$ cat src/rtl/tbc_pkg.sv
package tbc_pkg;

  typedef enum logic {
    EDGE_RISE = 1'b0,
    EDGE_FALL = 1'b1
  } edge_e;

  // clk in bit 0
  typedef struct packed {
    logic sig;
    logic dat;
    logic fp;
    logic clk;
  } bus_t;

  localparam int unsigned BUS_LINES = $bits(bus_t);

  function automatic logic pick_edge(edge_e sel, logic rise, logic fall);
    return (sel == EDGE_FALL) ? fall : rise;
  endfunction

endpackage

$ cat src/rtl/tbc_edge_sync.sv
module tbc_edge_sync
  import tbc_pkg::*;
#(
  parameter int unsigned SYNC_STAGES = 2
) (
  input  logic clk_i,
  input  logic rst_ni,
  input  bus_t bus_i,
  output bus_t bus_o,
  output logic rise_o,
  output logic fall_o
);

  logic [BUS_LINES-1:0] in_v;
  logic [BUS_LINES-1:0] out_v;
  logic                 clk_prev_q;

  assign in_v = bus_i;

  genvar g;
  for (g = 0; g < BUS_LINES; g++) begin : g_sync
    logic [SYNC_STAGES-1:0] stage_q;
    always_ff @(posedge clk_i or negedge rst_ni) begin
      if (!rst_ni) stage_q <= '0;
      else         stage_q <= {stage_q[SYNC_STAGES-2:0], in_v[g]};
    end
    assign out_v[g] = stage_q[SYNC_STAGES-1];
  end

  always_ff @(posedge clk_i or negedge rst_ni) begin
    if (!rst_ni) clk_prev_q <= 1'b0;
    else         clk_prev_q <= out_v[0];
  end

  assign bus_o  = bus_t'(out_v);
  assign rise_o = out_v[0] & ~clk_prev_q;
  assign fall_o = ~out_v[0] & clk_prev_q;

endmodule

$ cat src/rtl/tbc_bit_timer.sv
module tbc_bit_timer
  import tbc_pkg::*;
#(
  parameter int unsigned FB_W = 10
) (
  input  logic            clk_i,
  input  logic            rst_ni,
  input  logic            rise_i,
  input  logic            fall_i,
  input  logic            fp_i,
  input  edge_e           fp_edge_i,
  input  edge_e           dat_edge_i,
  input  logic            dbl_i,
  input  logic            dbl_sel_i,
  input  logic            fp_inv_i,
  input  logic [FB_W-1:0] off_i,
  output logic            tick_o,
  output logic            bit_o,
  output logic [FB_W-1:0] pos_o,
  output logic            slip_o,
  output logic            locked_o
);

  logic            fp_last_q, half_q, arm_q, locked_q;
  logic [FB_W-1:0] pos_q;
  logic            fp_act, fp_evt, de_evt, start, eff_half, tick, arm_now, slip;
  logic [FB_W-1:0] neg_off, pos_step, pos_cur;

  always_comb begin
    fp_act   = fp_i ^ fp_inv_i;
    fp_evt   = pick_edge(fp_edge_i, rise_i, fall_i);
    de_evt   = pick_edge(dat_edge_i, rise_i, fall_i);
    start    = fp_evt && fp_act && !fp_last_q;
    // pulse edge is half 0 of its bit period
    eff_half = start ? 1'b0 : half_q;
    tick     = de_evt && (!dbl_i || (eff_half == dbl_sel_i));
    arm_now  = start || arm_q;
    neg_off  = '0 - off_i;
    pos_step = pos_q + 1'b1;
    pos_cur  = arm_now ? neg_off : pos_step;
    slip     = arm_now && (!locked_q || (neg_off != pos_step));
  end

  always_ff @(posedge clk_i or negedge rst_ni) begin
    if (!rst_ni) begin
      fp_last_q <= 1'b0;
      half_q    <= 1'b0;
      arm_q     <= 1'b0;
      locked_q  <= 1'b0;
      pos_q     <= '0;
    end else begin
      if (fp_evt) fp_last_q <= fp_act;
      if (de_evt)     half_q <= ~eff_half;
      else if (start) half_q <= 1'b0;
      if (tick) begin
        pos_q <= pos_cur;
        arm_q <= 1'b0;
        if (arm_now) locked_q <= 1'b1;
      end else begin
        arm_q <= arm_now;
      end
    end
  end

  assign tick_o   = tick;
  assign bit_o    = tick && (locked_q || arm_now);
  assign pos_o    = pos_cur;
  assign slip_o   = tick && slip;
  assign locked_o = locked_q;

endmodule

$ cat src/rtl/tbc_byte_pack.sv
module tbc_byte_pack #(
  parameter int unsigned FB_W   = 10,
  parameter int unsigned LANE_W = 2,
  parameter int unsigned LTS_W  = FB_W - 3 - LANE_W
) (
  input  logic              clk_i,
  input  logic              rst_ni,
  input  logic              bit_i,
  input  logic [FB_W-1:0]   pos_i,
  input  logic              slip_i,
  input  logic [LANE_W-1:0] lane_i,
  input  logic              dat_i,
  input  logic              sig_i,
  output logic              valid_o,
  output logic [7:0]        byte_o,
  output logic [7:0]        sig_o,
  output logic [LTS_W-1:0]  ts_o
);

  logic [6:0]       dsh_q, ssh_q;
  logic             have_q, have_d, hit, last_bit;
  logic             valid_q;
  logic [7:0]       byte_q, sig_q;
  logic [LTS_W-1:0] ts_q;
  logic [2:0]       bit_idx;

  always_comb begin
    bit_idx  = pos_i[2:0];
    hit      = bit_i && (pos_i[LANE_W+2:3] == lane_i);
    have_d   = have_q;
    if (slip_i) have_d = 1'b0;
    if (hit && (bit_idx == 3'd0)) have_d = 1'b1;
    last_bit = hit && (bit_idx == 3'd7) && have_d;
  end

  always_ff @(posedge clk_i or negedge rst_ni) begin
    if (!rst_ni) begin
      dsh_q   <= '0;
      ssh_q   <= '0;
      have_q  <= 1'b0;
      valid_q <= 1'b0;
      byte_q  <= '0;
      sig_q   <= '0;
      ts_q    <= '0;
    end else begin
      have_q  <= have_d;
      valid_q <= last_bit;
      if (hit) begin
        dsh_q <= {dsh_q[5:0], dat_i};
        ssh_q <= {ssh_q[5:0], sig_i};
      end
      if (last_bit) begin
        byte_q <= {dsh_q, dat_i};
        sig_q  <= {ssh_q, sig_i};
        ts_q   <= pos_i[FB_W-1:LANE_W+3];
      end
    end
  end

  assign valid_o = valid_q;
  assign byte_o  = byte_q;
  assign sig_o   = sig_q;
  assign ts_o    = ts_q;

endmodule

$ cat src/rtl/tx_bus_capture.sv
module tx_bus_capture
  import tbc_pkg::*;
#(
  parameter int unsigned NUM_TS      = 128,
  parameter int unsigned LANES       = 4,
  parameter int unsigned SYNC_STAGES = 2
) (
  input  logic                                      clk_i,
  input  logic                                      rst_ni,
  input  logic                                      bus_clk_i,
  input  logic                                      bus_fp_i,
  input  logic                                      bus_dat_i,
  input  logic                                      bus_sig_i,
  input  logic                                      fp_edge_i,
  input  logic                                      dat_edge_i,
  input  logic                                      dbl_rate_i,
  input  logic                                      dbl_sel_i,
  input  logic                                      fp_inv_i,
  input  logic [2:0]                                bit_off_i,
  input  logic [$clog2(NUM_TS)-1:0]                 ts_off_i,
  input  logic [$clog2(LANES)-1:0]                  lane_i,
  output logic                                      valid_o,
  output logic [7:0]                                byte_o,
  output logic [7:0]                                sig_o,
  output logic [$clog2(NUM_TS)-$clog2(LANES)-1:0]   ts_o
);

  localparam int unsigned TS_W   = $clog2(NUM_TS);
  localparam int unsigned LANE_W = $clog2(LANES);
  localparam int unsigned FB_W   = TS_W + 3;
  localparam int unsigned LTS_W  = TS_W - LANE_W;

  bus_t            bus_raw, bus_s;
  logic            edge_rise, edge_fall;
  logic            bit_tick, bit_aligned, slip, locked;
  logic [FB_W-1:0] pos;

  assign bus_raw = '{sig: bus_sig_i, dat: bus_dat_i, fp: bus_fp_i, clk: bus_clk_i};

  tbc_edge_sync #(.SYNC_STAGES(SYNC_STAGES)) u_sync (
    .clk_i  (clk_i),
    .rst_ni (rst_ni),
    .bus_i  (bus_raw),
    .bus_o  (bus_s),
    .rise_o (edge_rise),
    .fall_o (edge_fall)
  );

  tbc_bit_timer #(.FB_W(FB_W)) u_timer (
    .clk_i      (clk_i),
    .rst_ni     (rst_ni),
    .rise_i     (edge_rise),
    .fall_i     (edge_fall),
    .fp_i       (bus_s.fp),
    .fp_edge_i  (edge_e'(fp_edge_i)),
    .dat_edge_i (edge_e'(dat_edge_i)),
    .dbl_i      (dbl_rate_i),
    .dbl_sel_i  (dbl_sel_i),
    .fp_inv_i   (fp_inv_i),
    .off_i      ({ts_off_i, bit_off_i}),
    .tick_o     (bit_tick),
    .bit_o      (bit_aligned),
    .pos_o      (pos),
    .slip_o     (slip),
    .locked_o   (locked)
  );

  tbc_byte_pack #(.FB_W(FB_W), .LANE_W(LANE_W), .LTS_W(LTS_W)) u_pack (
    .clk_i   (clk_i),
    .rst_ni  (rst_ni),
    .bit_i   (bit_aligned),
    .pos_i   (pos),
    .slip_i  (slip),
    .lane_i  (lane_i),
    .dat_i   (bus_s.dat),
    .sig_i   (bus_s.sig),
    .valid_o (valid_o),
    .byte_o  (byte_o),
    .sig_o   (sig_o),
    .ts_o    (ts_o)
  );

endmodule

$ cat config.mk
export PLATFORM = sky130hd
export DESIGN_NAME = tx_bus_capture
export DESIGN_NICKNAME = d
export VERILOG_FILES = /design/src/rtl/tbc_pkg.sv /design/src/rtl/tbc_edge_sync.sv /design/src/rtl/tbc_bit_timer.sv /design/src/rtl/tbc_byte_pack.sv /design/src/rtl/tx_bus_capture.sv
export SDC_FILE = /design/constraint.sdc
export NUM_CORES = 1
export LEC_CHECK = 0
export ABC_AREA = 1
export BUFFER_PORTS_ARGS = -buffer_cell sky130_fd_sc_hd__buf_2
export CAP_MARGIN = 20
export CORE_ASPECT_RATIO = 1.4
export CORE_MARGIN = 2
export CORE_UTILIZATION = 53
export DETAILED_ROUTE_END_ITERATION = 10
export GPL_ROUTABILITY_DRIVEN = 0
export PLACE_DENSITY_LB_ADDON = 0.3
export SLEW_MARGIN = 20
export SYNTH_ARGS = -nofsm -noshare
export SYNTH_HDL_FRONTEND = slang
export SYNTH_HIERARCHICAL = 1
export SYNTH_SLANG_ARGS = --single-unit
$ cat constraint.sdc
create_clock -name clk_i -period 4 [get_ports clk_i]
set_clock_uncertainty 0.15 [all_clocks]
set_input_delay 0.2 -clock clk_i [delete_from_list [all_inputs] [get_ports clk_i]]
set_output_delay 0.2 -clock clk_i [all_outputs]
set_load 0.01 [all_outputs]
==> flow_summary.ini <==
[run_status]
status = finished, final reports clean

[floorplan]
initial_cell_density_of_the_core = 0.547
design.portCount = 45
row_count = 33
chipWidth_um = 69.8
die-height_um = 96.1
core_region_area_um2 = 5860
dieArea_um2 = 6700

[worst_setup_path]
crit_path_max_fanout = 22
timing.critical_path.to_type = flop
cpMaxStageDelayCell = sky130_fd_sc_hd__dfrtp_1
timing.critical_path.slowest_cell_delay_ns = 0.37
startpoint_type = flop
cp_cell_sequence = inv_1 > nor2_1 > inv_1 > o21ai_2 > nand3_2 > nand2_1 > inv_2 > o21ai_1 > inv_1 > nand2_1 > nand3_1 > nor2_4 > o211ai_4 > nand2_1 > nand2_1
crit_top_cell = sky130_fd_sc_hd__nand2_1
required_ns = 4.07
timing_worst_setup_path_type = flop to flop
worst-endpoint-arrival_ns = 3.04
ff2ff_setup_slack_ns = 1.03

[timing]
final.period_utilization = 0.742
fmax_mhz = 337
final-setup-viol-count = 0
slew_viol_final = 0
slew_headroom = 0.518
tns_ns = 0
worst_pin_slew_ns = 0.723
rsz0062_at_grt = false
timing.final.crit_period_ns = 2.97
finalHoldViolCount = 0

[finish]
final_net_count = 493
final_core_util = 0.618
layoutNonFillerInstCount = 543
fillers = 568
fraction_of_final_layout_cells_sized_beyond_drive_strength_1 = 0.178
antennaDiodeCount = 0
area.sequential_um2 = 1500
areaGrowthSynthToFinish_pct = 12.8
layout.cell_area.non_filler_um2 = 3620
multi_input_comb_area_um2 = 1380

[pwr]
power_density_nw_per_um2 = 554
power_leakage_nw = 2.02
vdd.ir_drop.worst_mv = 0.365
totalPowerFinal_mw = 2.01

[logic_synthesis]
syn_std_cell_area_um2 = 3210
synth.avg_cell_area_um2 = 7.61
ys_warn_count = 6
number_of_nets_produced_by_synthesis = 447
synthesis.instances = 422

[place]
instance_area_at_placement_um2 = 3380
placement.io_buffers = 44
place.detailed.hpwl_mm = 4.79
numPlacedInstances = 522

[cts]
numClockSinks = 60
htreeDepth = 3
cts_setup_buffers = 0
cts-buffers-inserted = 9
clock_latency_ns = 0.33
cts.hold.buffers_added = 5
cts-resized-gates = 0
clkTransAtPathRegs_ns = 0.06
ctsRootBufferMaster = sky130_fd_sc_hd__clkbuf_8
clock_tree_from_tritoncts = built
clk_path_buf_depth = 2

[route]
detail_route.drc_violations = 0
route.antenna.remaining_nets = 0
drt_iter0_drc = 142
detail_route.wl_per_cell_um = 11.9
routed_wirelength_mm = 6.46
route.detailed.vias_per_inst = 4.97
drt_first_pass_iters = 4
vias = 2697

[grt]
first_global_vias = 2657
grt_antenna_before_repair = 0
wire_length_of_the_first_global_routing_pass_mm = 11.4
gr_util_all_layers = 0.216
grt.overflow.total = 0
grt_max_degree = 61

[job]
max_cap_violations = 0

[min_path]
worst_hold_path_type = input port to flop
==> placed cells by master (no fill, tap or decap), drive strengths merged, types with 5 or more instances in the layout <==
master / instances
nand2: 176
nor2: 25
clkbuf: 12
buf: 45
nand3: 46
dfrtp: 60
inv: 51
o21ai: 31
dlygate4sd3: 5
==> registers in the layout, indices dropped and copies added, names as in the netlist <==
name / flops
u_pack/byte_o: 8
u_timer/pos_q: 10
u_timer/arm_q: 1
u_timer/locked_o: 1
u_timer/fp_last_q: 1
u_pack/valid_o: 1
u_pack/sig_o: 8
u_timer/half_q: 1
u_sync/g_sync.stage_q: 8
u_pack/ts_o: 5
u_pack/dsh_q: 7
u_sync/clk_prev_q: 1
u_pack/have_q: 1
u_pack/ssh_q: 7
==> path summary, 6_finish.rpt <==
check	cells past startpoint	to	from
setup / recovery	15	u_pack/ts_o[0]	u_sync/g_sync[0].stage_q[1]
min in group asynchronous	3	u_pack/byte_o[6]	rst_ni
max in group asynchronous	3	u_timer/pos_q[7]	rst_ni
hold / removal	4	u_timer/fp_last_q	fp_inv_i
hold reg to reg	0	u_sync/g_sync[0].stage_q[1]	u_sync/g_sync[0].stage_q[0]
setup reg to reg	15	u_pack/ts_o[0]	u_sync/g_sync[0].stage_q[1]
==> routing by layer <==
layer	vias to the layer above	share of wire	GRT usage
met5	-	0	0
met4	0	0.023	0.0978
met3	16	0.030	0.0356
met2	43	0.52	0.391
met1	1239	0.43	0.251
li1	1399	-	-
==> worst max-delay path: cells and delay by family (launching register included) <==
family	cells	cell delay, ns
simple gates	8	1.25
compound gates	3	0.71
buf+inv	4	0.36
flops	1	0.37
==> power breakdown <==
group          internal (mW)  switching, mW  total [mW]
combinational          0.217          0.421       0.639
clock                  0.272          0.222       0.494
sequential             0.757          0.116       0.873
total                   1.25          0.759        2.01
==> stage by stage <==
step | setup slack, ns | hold WS (ns)
after global placement | 1.17 | 0.158
after detailed placement | 1.06 | 0.159
after CTS | 1.02 | 0.0666
after floorplan | 1.72 | -0.246
final | 1.03 | 0.0702
after global routing | 0.653 | 0.0904
==> final cells by class <==
class                           instances  area share
Sequential cell                        60       0.415
Multi-Input combinational cell        296       0.380
Timing Repair Buffer                   50      0.0767
Inverter                               51      0.0529
Clock buffer                           12      0.0456
Tap cell                               70      0.0242
Clock inverter                          4     0.00622
Note: power is estimated with default switching activity, not from simulation.
